### src/rtl/xmc_pkg.sv
package xmc_pkg;
  // Which agent owns the shared lookup port in a cycle.
  typedef enum logic [1:0] {
    SRC_NONE = 2'd0,
    SRC_HOST = 2'd1,
    SRC_FILL = 2'd2
  } src_e;
endpackage

### src/rtl/xmc_canon.sv
// Canonical operand pair: bits above the top set bit of the XOR are
// cleared in both operands, then the pair is sorted ascending.
module xmc_canon #(
  parameter int W = 8
) (
  input  logic [W-1:0] a,
  input  logic [W-1:0] b,
  output logic [W-1:0] lo,
  output logic [W-1:0] hi
);
  logic [W-1:0] diff;
  logic [W-1:0] keep;
  logic [W-1:0] ca;
  logic [W-1:0] cb;

  assign diff = a ^ b;

  // A bit survives only if the operands differ somewhere at or above it.
  for (genvar i = 0; i < W; i++) begin : g_keep
    assign keep[i] = |diff[W-1:i];
  end

  assign ca = a & keep;
  assign cb = b & keep;

  always_comb begin
    if (ca <= cb) begin
      lo = ca;
      hi = cb;
    end else begin
      lo = cb;
      hi = ca;
    end
  end
endmodule

### src/rtl/xmc_prefill.sv
// Background walker: a counter whose halves form the candidate pair.
module xmc_prefill #(
  parameter int W = 8
) (
  input  logic         clk,
  input  logic         rst,
  input  logic         step,
  output logic [W-1:0] cnt,
  output logic [W-1:0] pa,
  output logic [W-1:0] pb
);
  localparam int LW = W - (W / 2);

  always_ff @(posedge clk) begin
    if (rst)       cnt <= '0;
    else if (step) cnt <= cnt + 1'b1;
  end

  assign pa = W'(cnt[W-1:LW]);
  assign pb = W'(cnt[LW-1:0]);
endmodule

### src/rtl/xmc_tags.sv
// Fully associative store with per-entry age counters for LRU.
module xmc_tags #(
  parameter int W = 8,
  parameter int N = 8,
  localparam int KW = 2 * W,
  localparam int AW = (N > 1) ? $clog2(N) : 1
) (
  input  logic          clk,
  input  logic          rst,
  input  logic [KW-1:0] key,
  input  logic          touch_en,
  input  logic          fill_en,
  input  logic [W-1:0]  fill_data,
  output logic          hit,
  output logic [W-1:0]  hit_data
);
  logic [KW-1:0] tag_q [N];
  logic [W-1:0]  dat_q [N];
  logic [AW-1:0] age_q [N];
  logic [N-1:0]  vld_q;
  logic [N-1:0]  match;
  logic [AW-1:0] hit_idx;
  logic [AW-1:0] vic;
  logic [AW-1:0] best_age;
  logic          free_found;
  logic          upd;
  logic [AW-1:0] tidx;
  logic [AW-1:0] rage;

  for (genvar g = 0; g < N; g++) begin : g_match
    assign match[g] = vld_q[g] && (tag_q[g] == key);
  end

  assign hit = |match;

  always_comb begin
    hit_idx = '0;
    for (int k = 0; k < N; k++) begin
      if (match[k]) hit_idx = AW'(k);
    end
  end

  assign hit_data = dat_q[hit_idx];

  // Victim: lowest free entry, otherwise the oldest valid entry.
  always_comb begin
    vic        = '0;
    best_age   = '0;
    free_found = 1'b0;
    for (int k = 0; k < N; k++) begin
      if (!vld_q[k] && !free_found) begin
        vic        = AW'(k);
        free_found = 1'b1;
      end
    end
    if (!free_found) begin
      for (int k = 0; k < N; k++) begin
        if (age_q[k] >= best_age) begin
          best_age = age_q[k];
          vic      = AW'(k);
        end
      end
    end
  end

  assign upd  = fill_en | (touch_en & hit);
  assign tidx = fill_en ? vic : hit_idx;
  // A free victim counts as older than every valid entry.
  assign rage = fill_en ? (vld_q[vic] ? age_q[vic] : AW'(N - 1)) : age_q[hit_idx];

  always_ff @(posedge clk) begin
    if (rst) begin
      vld_q <= '0;
      for (int k = 0; k < N; k++) age_q[k] <= '0;
    end else begin
      if (upd) begin
        for (int k = 0; k < N; k++) begin
          if (AW'(k) == tidx)                    age_q[k] <= '0;
          else if (vld_q[k] && age_q[k] < rage)  age_q[k] <= age_q[k] + 1'b1;
        end
      end
      if (fill_en) vld_q[vic] <= 1'b1;
    end
  end

  always_ff @(posedge clk) begin
    if (fill_en) begin
      tag_q[vic] <= key;
      dat_q[vic] <= fill_data;
    end
  end
endmodule

### src/rtl/xor_memo_cache.sv
module xor_memo_cache
  import xmc_pkg::*;
#(
  parameter int W = 8,
  parameter int N = 8,
  localparam int KW = 2 * W
) (
  input  logic         clk,
  input  logic         rst,
  input  logic         req_valid,
  output logic         req_ready,
  input  logic [W-1:0] op_a,
  input  logic [W-1:0] op_b,
  input  logic         idle,
  output logic         resp_valid,
  output logic [W-1:0] result,
  output logic         hit
);
  src_e          src;
  logic [W-1:0]  h_lo, h_hi;
  logic [W-1:0]  f_a, f_b, f_lo, f_hi;
  logic [W-1:0]  pf_cnt;
  logic [KW-1:0] key;
  logic [W-1:0]  direct;
  logic          t_hit;
  logic [W-1:0]  t_data;
  logic          fill_en;

  assign req_ready = 1'b1;

  // The host always wins the single lookup port.
  always_comb begin
    if (req_valid)  src = SRC_HOST;
    else if (idle)  src = SRC_FILL;
    else            src = SRC_NONE;
  end

  xmc_canon #(.W(W)) u_host_canon (.a(op_a), .b(op_b), .lo(h_lo), .hi(h_hi));

  xmc_prefill #(.W(W)) u_pf (
    .clk (clk),
    .rst (rst),
    .step(src == SRC_FILL),
    .cnt (pf_cnt),
    .pa  (f_a),
    .pb  (f_b)
  );

  xmc_canon #(.W(W)) u_fill_canon (.a(f_a), .b(f_b), .lo(f_lo), .hi(f_hi));

  assign key     = (src == SRC_HOST) ? {h_lo, h_hi} : {f_lo, f_hi};
  assign direct  = (src == SRC_HOST) ? (op_a ^ op_b) : (f_a ^ f_b);
  assign fill_en = (src != SRC_NONE) && !t_hit;

  xmc_tags #(.W(W), .N(N)) u_tags (
    .clk      (clk),
    .rst      (rst),
    .key      (key),
    .touch_en (src == SRC_HOST),
    .fill_en  (fill_en),
    .fill_data(direct),
    .hit      (t_hit),
    .hit_data (t_data)
  );

  always_ff @(posedge clk) begin
    if (rst) begin
      resp_valid <= 1'b0;
      hit        <= 1'b0;
      result     <= '0;
    end else begin
      resp_valid <= (src == SRC_HOST);
      hit        <= (src == SRC_HOST) && t_hit;
      if (src == SRC_HOST) result <= t_hit ? t_data : direct;
    end
  end

  // Walker counter is observed only by the bound checker.
  logic unused_cnt;
  assign unused_cnt = ^pf_cnt;
endmodule

### config.mk
export PLATFORM = sky130hd
export DESIGN_NAME = xor_memo_cache
export DESIGN_NICKNAME = d
export VERILOG_FILES = /design/src/rtl/xmc_pkg.sv /design/src/rtl/xmc_canon.sv /design/src/rtl/xmc_prefill.sv /design/src/rtl/xmc_tags.sv /design/src/rtl/xor_memo_cache.sv
export SDC_FILE = /design/constraint.sdc
export NUM_CORES = 1
export LEC_CHECK = 0
export BUFFER_PORTS_ARGS = -buffer_cell sky130_fd_sc_hd__buf_2
export CORE_UTILIZATION = 46
export DETAILED_ROUTE_END_ITERATION = 8
export HOLD_SLACK_MARGIN = 0.05
export REMOVE_ABC_BUFFERS = 1
export SLEW_MARGIN = 10
export SYNTH_ARGS = -nofsm -noshare
export SYNTH_HDL_FRONTEND = slang
export SYNTH_SLANG_ARGS = --single-unit
export TNS_END_PERCENT = 30
### constraint.sdc
create_clock -name clk -period 16.2 [get_ports clk]
set_input_delay 1.62 -clock clk [delete_from_list [all_inputs] [get_ports clk]]
set_output_delay 1.62 -clock clk [all_outputs]
set_load 0.02 [all_outputs]
* Yosys cells after proc, flatten, opt, wreduce, memory -nomap -nowiden *
Memory sizes are Yosys's and may differ from the RTL's.
Index checks and enable logic that the tools add are counted.

word-level totals
  flip-flop bits (word level) = 26
  RAM bits = 216
  input port bits = 20
  output and inout port bits = 11
  logic and storage cells = 289
  memories kept = 3

operators by class
  add/subtract/negate cells = 9
  order comparisons = 20
  equality and inequality tests = 17
  multiplexer cells = 153
  bitwise gates (word level) = 25
  reduce and logical (&&, ||, !) cells = 57

memory list
  name          words  bits a word  rd ports  clocked after memory_dff  wr ports  line            text
  u_tags.tag_q  8      16           8         0                         1         xmc_tags.sv:17  logic [KW-1:0] tag_q [N];
  u_tags.dat_q  8      8            1         0                         1         xmc_tags.sv:18  logic [W-1:0] dat_q [N];
  u_tags.age_q  8      3            10        0                         8         xmc_tags.sv:19  logic [AW-1:0] age_q [N];

operators with widths
  operator             count
  $mux 3               52
  $eq 16x16->1         8
  $mux 1               88
  $mux 8               5
  $logic_and 1x1->1    26
  $add 3x1->3 const B  8
  $lt 3x3->1           8
  $reduce_or 8->1      3
  $ge 3x3->1           7
  $or 1x1->1           17
  $and 8x8->8          2
  $le 8x8->1           2
  $mux 16              1
  $and 4x7->7          2
  $logic_not 1->1      14
  $reduce_or 7->1      2
  $eq 3x3->1 const A   4
  $reduce_or 6->1      2
  $reduce_or 5->1      2
  $add 8x1->8 const B  1
  $mux 2               4
  $or 8x8->8           1
  $xor 8x8->8          1
  $mux 7               1
  18 further kinds     20

* Longest topological paths before layout *
  depth after elaboration = 55
  depth in mapped cells = 60
  mapped depth without buffers = 57

* Hierarchy *
From an unflattened synthesis, not the netlist that was laid out.

second synthesis, totals
  cells, all modules = 1195
  area, all modules = 14079.8 um^2

modules (own cells, without submodules)
  module          times used  cells an instance  area each (um^2)  sequential area each (um^2)
  xmc_tags        1           908                11602.4           6646.4
  xmc_canon       2           71                 536.8             0.0
  xor_memo_cache  1           91                 940.9             200.2
  xmc_prefill     1           54                 462.9             160.2

* Worst setup path after synthesis *
Ideal clock, no wire load.

  path kind = reg2reg
  from = mem u_tags.age_q[0][2] (netlist bit)
  to = mem u_tags.age_q[7][0] (netlist bit) (enable)
  setup time = 0.261 ns
  data arrival time = 10.914 ns
  data required time = 15.939 ns
  slack = 5.025 ns
  stages on the path, launching flop included = 57
  buffers on the path = 3
  period minus slack after synthesis = 11.175 ns
  cell sequence = edfxtp_1 -> clkbuf_1 -> inv_1 -> ha_1 -> a21oi_1 -> o21a_1 -> clkbuf_1 -> nand2_1 -> o21ai_0 -> ha_1 -> nand2b_1 -> maj3_1 -> o21ai_0 -> mux2_2 -> ha_1 -> nor2b_1 -> o2111ai_1 -> o211ai_1 -> [... 21 more ...] -> nand2_1 -> o21ai_0 -> ha_1 -> nand2b_1 -> a21oi_1 -> o21ai_0 -> or2_2 -> a211oi_1 -> o21ai_0 -> o221ai_1 -> o221ai_1 -> nor2_1 -> nor2_1 -> a211o_1 -> buf_6 -> maj3_2 -> maj3_2 -> a221o_1

RTL lines
  what         line
  from (decl)  xmc_tags.sv:19

==> metrics <==
Setup TNS 0 ns; reg2reg end u_tags.age_q[0][0]; Final HPWL DP 44000 um; mux contribution to synthesized area 5.72%; vias in the first global route 14200; Fillers ~3300; clk root buf clkbuf_16; # rows 69; Routed wire per std cell 27.5 um; maximum root-to-sink buffer count 3; WL final 61200 um; Final #Nets 1796; failing checks design-rule violations; # setup viols final 0; Skew-Pair Late Insertion Delay a little over 0.6 ns; layout cell share with drive strength beyond 1 between 10% and 20%; largest net degree at the start of global routing 53; router iterations before antenna repair 8; Reg clk slew, reported paths 0.06 ns; critical path peak fanout 10; Critical Path Max Stage Delay about 0.52 ns; Synth top area share 38.7%; FMAX 78.1 MHz; min cycle time layout 12.81 ns; drc violations 8; Final Hold Fails 0; RR Startpoint u_tags.age_q[0][2]; Post-synth EDFFs 216; complex-gate fraction of the synthesized area 20.6%; area grow syn2layout 9.81%; CTS H-Tree Depth 1; Antenna Nets Post-Route 0; peak supply drop 0.0000974 V; main combinational cell family by area after synthesis simple AND/OR/NAND/NOR gates; worst-margin pin slew 1.22 ns; CP endpoint u_tags.age_q[0][0]; post-synthesis adder-cell area fraction 3.83%; RSZ-0062 raised after global routing false; Mean Syn Cell Area 9.65 um^2; clock sink total 242; relative slew slack 18.5%; Placement Cell Area 0.0174 mm^2; TritonCTS clock tree yes; Yosys reg bits 242; post-route total power 1.98 mW; Die Span Y 193 um; largest cells by area after synthesis edfxtp_1 39%, nor2_1 3.7%, mux2i_1 3.2%; arrival time at the worst endpoint 13.10 ns; GP Congestion 1.05; final worst clock skew 0.0381 ns; Total GRT Usage about 33%; overall die width ~190 um; IO Port Bufs 29; Critical Path RT about 16 ns; vias 15000; Startpoint Class register; Initial Util 46.9%; post-synth cell types 114; 1st-iter DRT viols 1633; crit path max-delay cell type edfxtp_1; CP endpoint kind register; CP Launch Point u_tags.age_q[0][2]; CTS Hold Bufs 0; post-synth top area cell edfxtp_1; type of the most critical hold path reg2reg; Most used DFF post-synth edfxtp_1; TritonCTS Buffers 30; reg-to-reg setup timing slack 3.39 ns; first-pass GRT wire length 90900 um; Die Area 0.0372 mm^2; grt total ovfl 0; Post-CTS Setup Bufs 0; Reg area 0.00701 mm^2; vias per cell 6.76; Final period util about four fifths; Synth async-reset ratio 0%; Yosys warning count 0; multi-input logic area 0.00911 mm^2; sequential cell area fraction in the yosys report 41.8%; Final Max Tran Viols 0; Core ar. about 0.036 mm^2; kind of critical path reg2reg; io pins 31; Worst R2R Path Depth 54; pwr/cell area about 110 mW/mm^2; simple-gate share of the synthesized area 20.9%; final instance area between 0.015 and 0.02 mm^2; PostCTS Resize Cnt 0; initial antenna violation count 1; synthesized instance count 1737; status finished, violations left; Lkg Pwr 6.38 nW; xor and xnor fraction of the mapped netlist area roughly 2.9%; max_cap viols 0; Syn Std Cell Area 0.0168 mm^2
==> worst max-delay path, delay by kind of cell (launching register included) <==
family	cells	cell delay, ns
AOI/OAI and AO/OA	23	5.49
adders and majority gates	12	3.80
and+or+nand+nor	16	2.02
DFF	1	0.52
muxes	1	0.39
buffers and inverters	2	0.24
==> report_power, final <==
part	internal [mW]	switching, mW	leakage (nW)
clock network	0.425	0.276	0.497
registers	0.746	0.0476	2.26
logic	0.160	0.327	3.63
total	1.33	0.651	6.38
==> cell usage after synthesis (22+ instances only) <==
library cell  number
edfxtp_1         216
nor2_1           163
nand2_1          130
inv_1             82
o21ai_0           82
a21oi_1           76
nand3_1           56
mux2i_1           53
clkbuf_1          46
nand4_1           39
nand2b_1          38
nor3_1            38
ha_1              37
xnor2_1           36
o211ai_1          30
and2_1            27
dfxtp_1           26
nor4_1            26
a211oi_1          22
==> worst min-delay path by stage <==
stage,startpoint,end,cells after the start
after CTS,result[3],result[3],2
after floorplan,u_tags.vld_q[7],u_tags.vld_q[7],2
final,result[3],result[3],2
after detailed placement,result[3],result[3],2
after global placement,result[1],result[1],2
after global routing,result[3],result[3],2
==> registers in the layout, indices dropped and copies added (netlist names) <==
register      flops
hit               1
u_tags.dat_q     64
resp_valid        1
u_tags.vld_q      8
u_pf.cnt          8
u_tags.age_q     24
u_tags.tag_q    128
result            8
==> area by class of cell <==
cell class | count | share of cell area (%)
tap | 461 | 3.13
timing repair buffer | 55 | 1.86
sequential | 242 | 38.1
antenna | 1 | 0.0136
multi-input combinational | 1327 | 49.5
clock inverter | 11 | 0.904
inverter | 83 | 1.69
clock buffer | 45 | 4.79
==> cells in the final DEF (no fill, tap or decap), drive strengths merged, types with 38 or more instances in the layout <==
cell	count
nand2	134
edfxtp	216
clkbuf	45
a21oi	78
nand4	41
nand3	57
mux2i	54
nor3	40
buf	55
o21ai	91
nor2	164
inv	83
nand2b	38
==> metal layers <==
layer / wire (um) / vias up / track usage [%] / part of all wire (%)
li1: - / 6757 / - / -
met1: 25700 / 7344 / 45.3 / 42
met2: 27300 / 768 / 51.8 / 45
met3: 5430 / 168 / 6.24 / 8.9
met4: 2790 / 0 / 13.4 / 4.6
met5: 0 / - / 0 / 0
==> per-stage QoR <==
step	setup slack, ns	utilization (%)	std cells	hold WS [ns]
2_1_floorplan	5.27	-	1652	0.486
3_3_place_gp	3.89	48.5	2168	0.468
3_5_place_dp	3.63	48.5	2168	0.475
4_1_cts	3.56	51.5	2224	0.483
5_1_grt	2.53	51.5	2224	0.510
6_report	3.39	51.5	2225	0.477
==> cells by family after synthesis <==
family                   after synthesis
AND/OR/NAND/NOR                      662
AO/OA/AOI/OAI                        480
multiplexers                          76
adder cells (fa/ha/maj)               54
XOR/XNOR                              54
buffers and inverters                168
flip-flops                           242
other                                  1
(Power assumes the default switching activity.)
